### src/rtl/bb_pkg.sv
// Shared definitions for the bit-band alias bridge.
// Assumes a 32-bit byte-addressed bus and 32 MB alias windows.
package bb_pkg;
    localparam int ADDR_W  = 32;
    localparam int DATA_W  = 32;
    localparam int WADDR_W = ADDR_W - 2;          // slave word-address width
    localparam int WIN_W   = 25;                  // alias window offset bits
    localparam int TAG_W   = ADDR_W - WIN_W;      // window tag bits
    localparam int POS_W   = $clog2(DATA_W);      // bit position on the bus
    localparam int BE_W    = DATA_W / 8;

    typedef enum logic [1:0] {
        SZ_BYTE = 2'd0,
        SZ_HALF = 2'd1,
        SZ_WORD = 2'd2,
        SZ_BAD  = 2'd3
    } bb_size_e;

    typedef enum logic [1:0] {
        ST_IDLE  = 2'd0,
        ST_FETCH = 2'd1,
        ST_STORE = 2'd2,
        ST_DONE  = 2'd3
    } bb_state_e;

    typedef struct packed {
        logic [ADDR_W-1:0] addr;
        logic [POS_W-1:0]  pos;
        logic [BE_W-1:0]   be;
        bb_size_e          size;
    } bb_target_t;
endpackage

### src/rtl/bb_alias_decode.sv
// Window decoder: compares the slave address tag with every alias window
// and supplies the matching backing-region base.
// Assumes the windows do not overlap, so at most one matches.
module bb_alias_decode
    import bb_pkg::*;
#(
    parameter int                       NUM_WIN    = 2,
    parameter logic [NUM_WIN*ADDR_W-1:0] ALIAS_MAP  = {32'h4200_0000, 32'h2200_0000},
    parameter logic [NUM_WIN*ADDR_W-1:0] TARGET_MAP = {32'h4000_0000, 32'h2000_0000}
) (
    input  logic [WADDR_W-1:0] word_addr,
    input  bb_size_e           size,
    output logic               hit,
    output logic [ADDR_W-1:0]  base
);
    localparam int TAG_LSB = WIN_W - 2;   // tag position inside the word address

    logic [NUM_WIN-1:0] match;

    // One tag comparator per window.
    for (genvar g = 0; g < NUM_WIN; g++) begin : g_win
        assign match[g] = (word_addr[WADDR_W-1:TAG_LSB] ==
                           ALIAS_MAP[g*ADDR_W + WIN_W +: TAG_W]);
    end

    // Select the base of the matching window; reject a bad size code.
    always_comb begin
        base = '0;
        for (int i = 0; i < NUM_WIN; i++) begin
            if (match[i]) base = base | TARGET_MAP[i*ADDR_W +: ADDR_W];
        end
        hit = (|match) && (size != SZ_BAD);
    end
endmodule

### src/rtl/bb_lane_map.sv
// Target mapper: builds the backing address, the bit position on the
// little-endian data bus and the byte-lane enables for one alias access.
// Assumes the size code has been checked by the decoder.
module bb_lane_map
    import bb_pkg::*;
(
    input  logic [WADDR_W-1:0] word_addr,
    input  bb_size_e           size,
    input  logic [ADDR_W-1:0]  base,
    output bb_target_t         tgt
);
    localparam int UNIT_W = WIN_W - 5;    // offset bits that select the byte

    logic [ADDR_W-1:0] unit;

    // Byte address of the backing unit, then per-size alignment and lanes.
    always_comb begin
        unit     = base | {{(ADDR_W-UNIT_W){1'b0}}, word_addr[WIN_W-3:3]};
        tgt.size = size;
        case (size)
            SZ_BYTE: begin
                tgt.addr = unit;
                tgt.pos  = {unit[1:0], word_addr[2:0]};
                tgt.be   = BE_W'(1) << unit[1:0];
            end
            SZ_HALF: begin
                tgt.addr = {unit[ADDR_W-1:1], 1'b0};
                tgt.pos  = {unit[1], word_addr[3:0]};
                tgt.be   = unit[1] ? 4'b1100 : 4'b0011;
            end
            default: begin
                tgt.addr = {unit[ADDR_W-1:2], 2'b00};
                tgt.pos  = word_addr[4:0];
                tgt.be   = '1;
            end
        endcase
    end
endmodule

### src/rtl/bb_rmw_seq.sv
// Access sequencer: latches one slave request, runs the fetch and, for
// writes, the locked write-back on the master port, then answers once.
// Assumes both sides hold a request until ready and the master returns
// the whole bus word on a read.
module bb_rmw_seq
    import bb_pkg::*;
(
    input  logic              clk,
    input  logic              rst_n,
    input  logic              s_req,
    input  logic              s_we,
    input  logic              s_wbit,
    input  logic              hit,
    input  bb_target_t        tgt,
    output logic              s_ready,
    output logic [DATA_W-1:0] s_rdata,
    output logic              s_err,
    output logic              m_req,
    output logic              m_we,
    output logic              m_lock,
    output logic [ADDR_W-1:0] m_addr,
    output logic [1:0]        m_size,
    output logic [BE_W-1:0]   m_be,
    output logic [DATA_W-1:0] m_wdata,
    input  logic              m_ready,
    input  logic [DATA_W-1:0] m_rdata,
    input  logic              m_err
);
    bb_state_e         state;
    bb_target_t        t_q;
    logic              we_q, wbit_q, err_q, bit_q;
    logic [DATA_W-1:0] data_q;
    logic [DATA_W-1:0] merged;

    // Fetched word with the selected bit replaced by the write bit.
    always_comb begin
        merged = (m_rdata & ~(DATA_W'(1) << t_q.pos)) |
                 (DATA_W'(wbit_q) << t_q.pos);
    end

    // State machine and capture of request and response fields.
    always_ff @(posedge clk) begin
        if (!rst_n) begin
            state  <= ST_IDLE;
            t_q    <= '0;
            we_q   <= 1'b0;
            wbit_q <= 1'b0;
            err_q  <= 1'b0;
            bit_q  <= 1'b0;
            data_q <= '0;
        end else begin
            case (state)
                ST_IDLE: if (s_req) begin
                    t_q    <= tgt;
                    we_q   <= s_we;
                    wbit_q <= s_wbit;
                    bit_q  <= 1'b0;
                    err_q  <= !hit;
                    state  <= hit ? ST_FETCH : ST_DONE;
                end
                ST_FETCH: if (m_ready) begin
                    if (m_err) begin
                        err_q <= 1'b1;
                        state <= ST_DONE;
                    end else if (we_q) begin
                        data_q <= merged;
                        state  <= ST_STORE;
                    end else begin
                        bit_q <= m_rdata[t_q.pos];
                        state <= ST_DONE;
                    end
                end
                ST_STORE: if (m_ready) begin
                    err_q <= m_err;
                    state <= ST_DONE;
                end
                default: state <= ST_IDLE;
            endcase
        end
    end

    // Port drive from the registered state.
    always_comb begin
        m_req   = (state == ST_FETCH) || (state == ST_STORE);
        m_we    = (state == ST_STORE);
        m_lock  = we_q && m_req;
        m_addr  = t_q.addr;
        m_size  = t_q.size;
        m_be    = t_q.be;
        m_wdata = data_q;
        s_ready = (state == ST_DONE);
        s_rdata = {{(DATA_W-1){1'b0}}, bit_q};
        s_err   = err_q;
    end

    a_r9_ready_single: assert property (@(posedge clk) disable iff (!rst_n)
        s_ready |=> !s_ready);
    a_r9_master_hold: assert property (@(posedge clk) disable iff (!rst_n)
        (m_req && !m_ready) |=> (m_req && $stable(m_addr) && $stable(m_we) && $stable(m_be)));
    a_r7_store_locked: assert property (@(posedge clk) disable iff (!rst_n)
        (m_req && m_we) |-> m_lock);
    a_r7_lock_to_store: assert property (@(posedge clk) disable iff (!rst_n)
        (m_req && m_lock && !m_we && m_ready && !m_err) |=> (m_req && m_we && m_lock));
    a_r8_no_writeback: assert property (@(posedge clk) disable iff (!rst_n)
        (m_req && !m_we && m_ready && m_err) |=> !m_req);
    a_r5_rdata_single_bit: assert property (@(posedge clk) disable iff (!rst_n)
        s_ready |-> (s_rdata[DATA_W-1:1] == '0));
endmodule

### src/rtl/bitband_bridge.sv
// Top of the bit-band alias bridge: window decode, target mapping and the
// read-modify-write sequencer between a slave and a master bus port.
// Assumes word-aligned slave accesses and a single downstream master port.
module bitband_bridge
    import bb_pkg::*;
#(
    parameter int                       NUM_WIN    = 2,
    parameter logic [NUM_WIN*ADDR_W-1:0] ALIAS_MAP  = {32'h4200_0000, 32'h2200_0000},
    parameter logic [NUM_WIN*ADDR_W-1:0] TARGET_MAP = {32'h4000_0000, 32'h2000_0000}
) (
    input  logic               clk,
    input  logic               rst_n,
    input  logic               s_req,
    input  logic               s_we,
    input  logic [WADDR_W-1:0] s_word_addr,
    input  logic [1:0]         s_size,
    input  logic               s_wbit,
    output logic               s_ready,
    output logic [DATA_W-1:0]  s_rdata,
    output logic               s_err,
    output logic               m_req,
    output logic               m_we,
    output logic               m_lock,
    output logic [ADDR_W-1:0]  m_addr,
    output logic [1:0]         m_size,
    output logic [BE_W-1:0]    m_be,
    output logic [DATA_W-1:0]  m_wdata,
    input  logic               m_ready,
    input  logic [DATA_W-1:0]  m_rdata,
    input  logic               m_err
);
    bb_size_e          size_in;
    logic              dec_hit;
    logic [ADDR_W-1:0] dec_base;
    bb_target_t        tgt;

    assign size_in = bb_size_e'(s_size);

    bb_alias_decode #(
        .NUM_WIN(NUM_WIN), .ALIAS_MAP(ALIAS_MAP), .TARGET_MAP(TARGET_MAP)
    ) u_decode (
        .word_addr(s_word_addr), .size(size_in), .hit(dec_hit), .base(dec_base)
    );

    bb_lane_map u_map (
        .word_addr(s_word_addr), .size(size_in), .base(dec_base), .tgt(tgt)
    );

    bb_rmw_seq u_seq (
        .clk(clk), .rst_n(rst_n), .s_req(s_req), .s_we(s_we), .s_wbit(s_wbit),
        .hit(dec_hit), .tgt(tgt), .s_ready(s_ready), .s_rdata(s_rdata),
        .s_err(s_err), .m_req(m_req), .m_we(m_we), .m_lock(m_lock),
        .m_addr(m_addr), .m_size(m_size), .m_be(m_be), .m_wdata(m_wdata),
        .m_ready(m_ready), .m_rdata(m_rdata), .m_err(m_err)
    );

    a_r1_miss_no_traffic: assert property (@(posedge clk) disable iff (!rst_n)
        (s_req && !dec_hit && !m_req && !s_ready) |=> !m_req);
    a_r4_byte_one_lane: assert property (@(posedge clk) disable iff (!rst_n)
        (m_req && m_size == 2'd0) |-> $onehot(m_be));
    a_r2_word_aligned: assert property (@(posedge clk) disable iff (!rst_n)
        (m_req && m_size == 2'd2) |-> (m_addr[1:0] == 2'b00 && m_be == 4'hF));
    a_r10_reset_quiet: assert property (@(posedge clk)
        !rst_n |=> (!s_ready && !m_req && !m_lock));
endmodule

### config.mk
export PLATFORM = sky130hd
export DESIGN_NAME = bitband_bridge
export DESIGN_NICKNAME = d
export VERILOG_FILES = /design/src/rtl/bb_pkg.sv /design/src/rtl/bb_alias_decode.sv /design/src/rtl/bb_lane_map.sv /design/src/rtl/bb_rmw_seq.sv /design/src/rtl/bitband_bridge.sv
export SDC_FILE = /design/constraint.sdc
export NUM_CORES = 1
export LEC_CHECK = 0
export BUFFER_PORTS_ARGS = -buffer_cell sky130_fd_sc_hd__buf_4
export CORE_UTILIZATION = 50
export CTS_BUF_LIST = sky130_fd_sc_hd__clkbuf_4
export DETAILED_ROUTE_END_ITERATION = 12
export PLACE_DENSITY = 0.84
export SYNTH_ARGS = -nofsm -noshare
export SYNTH_HDL_FRONTEND = slang
export SYNTH_SLANG_ARGS = --single-unit
### constraint.sdc
create_clock -name clk -period 2.4 [get_ports clk]
set_input_delay 0.12 -clock clk [delete_from_list [all_inputs] [get_ports clk]]
set_output_delay 0.12 -clock clk [all_outputs]
set_load 0.05 [all_outputs]
**Word-level counts from Yosys, hierarchy flattened**

Index checks and enable logic that the tools add are counted.
W data, S select, Z words.

- Register bits: 80
- Word-level logic and storage cells: 69
- Output and inout bits: 107
- Bits of input ports: 71

- Bitwise operators: 5
- Reductions and logical operators: 14
- Multiplexer cells: 23
- Eq/ne operators: 13
- $lt $le $gt $ge: 1
- Shift-type cells: 3

Operator list:

| cell | count |
|---|---|
| $and A32 B32 Y32 | 1 |
| $not A32 Y32 | 1 |
| $or A32 B32 Y32 | 1 |
| $shl A1 B5 Y32 | 1 |
| $shl A1 B5 Y32 const A | 1 |
| $mux W31 | 1 |
| $or A31 B20 Y31 | 1 |
| $mux W30 | 1 |
| $pmux W11 S2 | 1 |
| $ne A2 B2 Y1 const B | 6 |
| $mux W1 | 10 |
| $mux W2 | 5 |
| $reduce_and A5 Y1 | 2 |
| $eq A7 B5 Y1 const B | 1 |
| $eq A7 B6 Y1 const B | 1 |
| $lt A5 B6 Y1 const B | 1 |
| $pmux W2 S3 | 1 |
| $bmux W1 S5 | 1 |
| $eq A2 B1 Y1 const B | 2 |
| $eq A2 B2 Y1 const B | 2 |
| $logic_not A2 Y1 | 2 |
| $mux W4 | 1 |
| $reduce_and A4 Y1 | 1 |
| $shl A1 B2 Y4 const A | 1 |
| 12 further kinds | 13 |

**Longest topological paths before layout**

- Depth in word-level cells: 6
- Gate-level depth with buffers: 7
- Mapped depth without buffers: 7

**Cells and area by module**

Synthesis repeated with hierarchy kept, for this count alone.

- Cells, all modules: 627
- Area total of the unflattened synthesis: 4983.5 um2

By module, submodules not included:

| module | cells an instance | instances | area each (um2) |
|---|---|---|---|
| bb_rmw_seq | 542 | 1 | 4365.4 |
| bb_lane_map | 48 | 1 | 332.8 |
| bb_alias_decode | 37 | 1 | 285.3 |

**Least setup slack after synthesis**

Ideal clock, no wire load.

- Path type: reg-to-reg
- From: reg u_seq.state[0]
- To: reg u_seq.err_q (netlist: u_seq.s_err)
- Setup time: 0.128 ns
- Path buffers: 0
- Stages on the path, launching flop included: 8
- Path slack: 0.565 ns
- Arrival time: 1.707 ns
- Cell sequence: dfxtp_1 inv_1 ha_1 nor2_1 o21ai_0 a211o_1 mux2i_1 nor2_1

- Cells in the longest elaborated chain, start to end: 3
- Elaborated cells on any way between the ends: 10

RTL lines:

| what | RTL line | source |
|---|---|---|
| from (decl) | bb_rmw_seq.sv:29 | `bb_state_e state;` |
| from (signal assigned) | bb_rmw_seq.sv:59 | `state <= hit ? ST_FETCH : ST_DONE;` |
| $eq A2 B2 Y1 (*) | n/a |  |
| net m_we | bitband_bridge.sv:22 | `output logic m_we,` |
| $ne A2 B1 Y1 (no source line) / $reduce_bool A3 Y1 (equally long branches) | n/a |  |
| $reduce_and A5 Y1 (no source line) | n/a |  |
| to (signal assigned) | bb_rmw_seq.sv:58 | `err_q <= !hit;` |
| to (signal assigned) | bb_rmw_seq.sv:74 | `err_q <= m_err;` |
| to (decl) | bb_rmw_seq.sv:31 | `logic we_q, wbit_q, err_q, bit_q;` |

The timed path passes the listed nets; every way through them passes the cells marked *.
A chain may end at the register's enable or synchronous reset.

**Final worst setup path**

- From: reg u_seq.state[0]
- To: reg u_seq.t_q (netlist bit u_seq.m_addr[29])

- Cells in the longest elaborated chain, start to end: 2

RTL lines:

| what | RTL line | source |
|---|---|---|
| $logic_not A2 Y1 | bb_rmw_seq.sv:52 | `case (state)` |
| $reduce_and A2 Y1 (no source line) | n/a |  |
| to (signal assigned) | bb_rmw_seq.sv:54 | `t_q <= tgt;` |
| to (decl) | bb_rmw_seq.sv:30 | `bb_target_t t_q;` |

No other way between the ends.

==> results.md <==
* Relative slew slack at 49.84%
* Area grow syn2layout at 31.55%
* Design area at 0.005400 mm2
* RSZ-0062 raised after global routing: false
* Yosys cell types at 45
* Number of diodes at 0
* Post-CTS Setup Bufs at 0
* Sink Count at 71
* Clock skew at 0.01572 ns
* Layout cells sized above 1 at 27.37%
* Mapped Cells at 522
* Final hold vios at 0
* FMAX at 453.9 MHz
* Placed cell areas at 0.004818 mm2
* Congestion Overflow GR at 0
* Post-detail-place hpwl at 7828 um
* Chip Height at 92.61 um
* Least-Margin Pin Slew at 0.7514 ns
* WS Path Type: register to register
* Register area share after synthesis at 34.62%
* Routability Congestion at 0.9170
* Synth Register Bits at 71
* Starting Density at 52.31%
* Leading area contributor after synthesis: dfxtp_1
* Post-Route Setup TNS at 0 ns
* DRC Markers at 0
* Die ar. at 0.008577 mm2
* Core Region at 0.007848 mm2
* Top post-synthesis cells by area: dfxtp_1 35%, buf_4 14%, nand2_1 8.0%
* Critical Path Start: u_seq.state[0]
* Tot GR Track Use at 27.09%
* Async set-reset flop share out of synthesis at 0%
* Number of enable flip-flop cells after synthesis at 0
* # fillers at 629
* CTS H-tree depth at 3
* Pwr/cell area at 769.4 mW/mm2
* Cell Area, Synth at 0.004105 mm2
* CP endpoint kind: register
* Final Non-Filler Cells at 767
* Vias/cell at 5.403
* Chip Width at 92.61 um
* Max Slew Vio Count at 0
* Main synth FF type: dfxtp_1
* Antenna Nets Post-Route at 0
* DRT Wirelength at 11630 um
* Hold Path Origin: m_rdata[4]
* Port bufs at 136
* Total of max-cap violations at 0
* Most common cell in the netlist: nand2_1
* Initial antenna violation count at 0
* Critical Path AT at 2.58 ns
* Commonest cells post-synth: 88 x nand2_1, 74 x buf_4, 71 x dfxtp_1
* Clock Latency Late Sink at 0.43 ns
* Max Root-Sink Buffers at 2
* Reg-to-reg startpoint: u_seq.state[0]
* DR pass1 iterations at 8
* Largest net degree at the start of global routing at 65
* Tmin final at 2.203 ns
* Crit path max fanout at 30
* Layout Utilization at 68.81%
* Worst setup SP type: register
* Top Ports at 178
* Clock transition at path regs at 0.13 ns
* Req. time, crit path at 2.77 ns
* DRT iter0 DRCs at 233
* Placed instance count at 708
* Row cnt at 32
* Syn. warnings at 0
* Root buffer cell: clkbuf_4
* Setup slack after layout at 0.1970 ns
* CTS Buf Count at 9
* Vias in the first global route at 3792
* Crit share post-route at 91.79%
* Final setup fails at 0
* Via count at 4144
* # nets final at 735
* Hold Path Class: input pin to register
* Syn_area_per_cell at 7.864 um2
* Worst slack, placed at 0.4309 ns
* Status: finished clean
* Top-area cell type share of the netlist area at 34.62%
* CTS tree: yes
* P_leak at 0.002276 uW
* First-pass GRT wire length at 18360 um
* R2R Setup Slk at 0.20 ns
* Average wire per standard cell at 15.16 um
* Maximum vdd ir drop at 0.4175 mV
==> power by group <==
group | internal, uW | leakage [uW] | switching (uW)
Clock | 327 | 0.0000731 | 489
Sequential | 1310 | 0.000577 | 127
Combinational | 631 | 0.00163 | 1270
==> final cells by class <==
cell class,instances,area [um2],area share [%]
Clock buffer,9,67.56,1.251
Clock inverter,7,80.08,1.483
Inverter,7,26.28,0.4866
Multi-Input combinational cell,377,2097,38.83
Sequential cell,71,1421,26.32
Tap cell,102,127.6,2.363
Timing Repair Buffer,194,1580,29.26
==> repair_timing <==
| item | in CTS | in global routing |
|---|---|---|
| endpoints found under the hold margin | 45 | 0 |
| endpoints found under the setup margin | 0 | 1 |
| gates resized for setup | 0 | 1 |
| hold buffers | 43 | 0 |
==> sequential cells by signal, indices dropped and copies added, names as in the netlist <==
signal and flops:
u_seq.bit_q 1, u_seq.m_addr 22, u_seq.m_be 4, u_seq.m_size 2
u_seq.m_wdata 32, u_seq.s_err 1, u_seq.state 2, u_seq.t_q 5
u_seq.wbit_q 1, u_seq.we_q 1
==> critical path: stages (launching register included) <==
cell	delay, ns
dfxtp_1	0.37
inv_1	0.09
ha_1	0.26
and2_1	0.28
buf_6	0.27
nand4b_1	0.13
dlygate4sd3_1	0.58
a21oi_1	0.16
==> path summary, 6_finish.rpt <==
path,depth (start not counted),endpoint
min reg2reg,2,u_seq.m_addr[7]
max reg2reg,7,u_seq.m_addr[29]
max,7,u_seq.m_addr[29]
min,3,u_seq.m_wdata[4]
==> cell usage in the layout (no fill, tap or decap), drive strengths merged, types with 2 or more instances in the layout <==
cell / n
nor2b: 5
inv: 9
clkbuf: 9
nand2b: 6
a21oi: 42
nand2: 90
nor3b: 2
o21ai: 19
nand3b: 3
nor2: 47
mux4: 3
a311oi: 13
a211oi: 14
dlygate4sd3: 43
nand4b: 2
conb: 41
buf: 151
mux2i: 19
clkinvlp: 2
a22oi: 2
nor3: 22
nand3: 19
dfxtp: 71
and2: 3
clkinv: 2
nor4: 2
nand4: 2
o311a: 8
mux2: 2
ha: 4
==> cells by family (layout without fill, tap and decap cells) <==
family	count (synthesis)	in the layout	share of synthesized area [%]
buf+inv	114	217	17.95
compound gates	102	102	15.91
fa+ha+maj	4	4	1.219
mux	24	24	6.827
simple gates	205	205	23.16
xor+xnor	1	1	0.2134
other cells	1	41	0.09135
flops	71	71	34.62
==> stage by stage <==
step                      hold slack [ns]  total power [uW]
final                            0.009562              4155
after CTS                       0.0009999              4134
after floorplan                    0.2535              2940
after detailed placement           0.3756              3278
after global placement             0.3685              3239
after global routing             0.002818              4374
==> routing by layer <==
layer | vias up | part of all wire (%) | routed length, um | GRT usage (%)
li1 | 1959 | - | - | -
met1 | 1904 | 41 | 4713 | 33.94
met2 | 237 | 49 | 5657 | 45.37
met3 | 44 | 7.2 | 834 | 4.351
met4 | 0 | 3.7 | 425 | 12.82
met5 | - | 0 | 0 | 0
(Power assumes the default switching activity.)
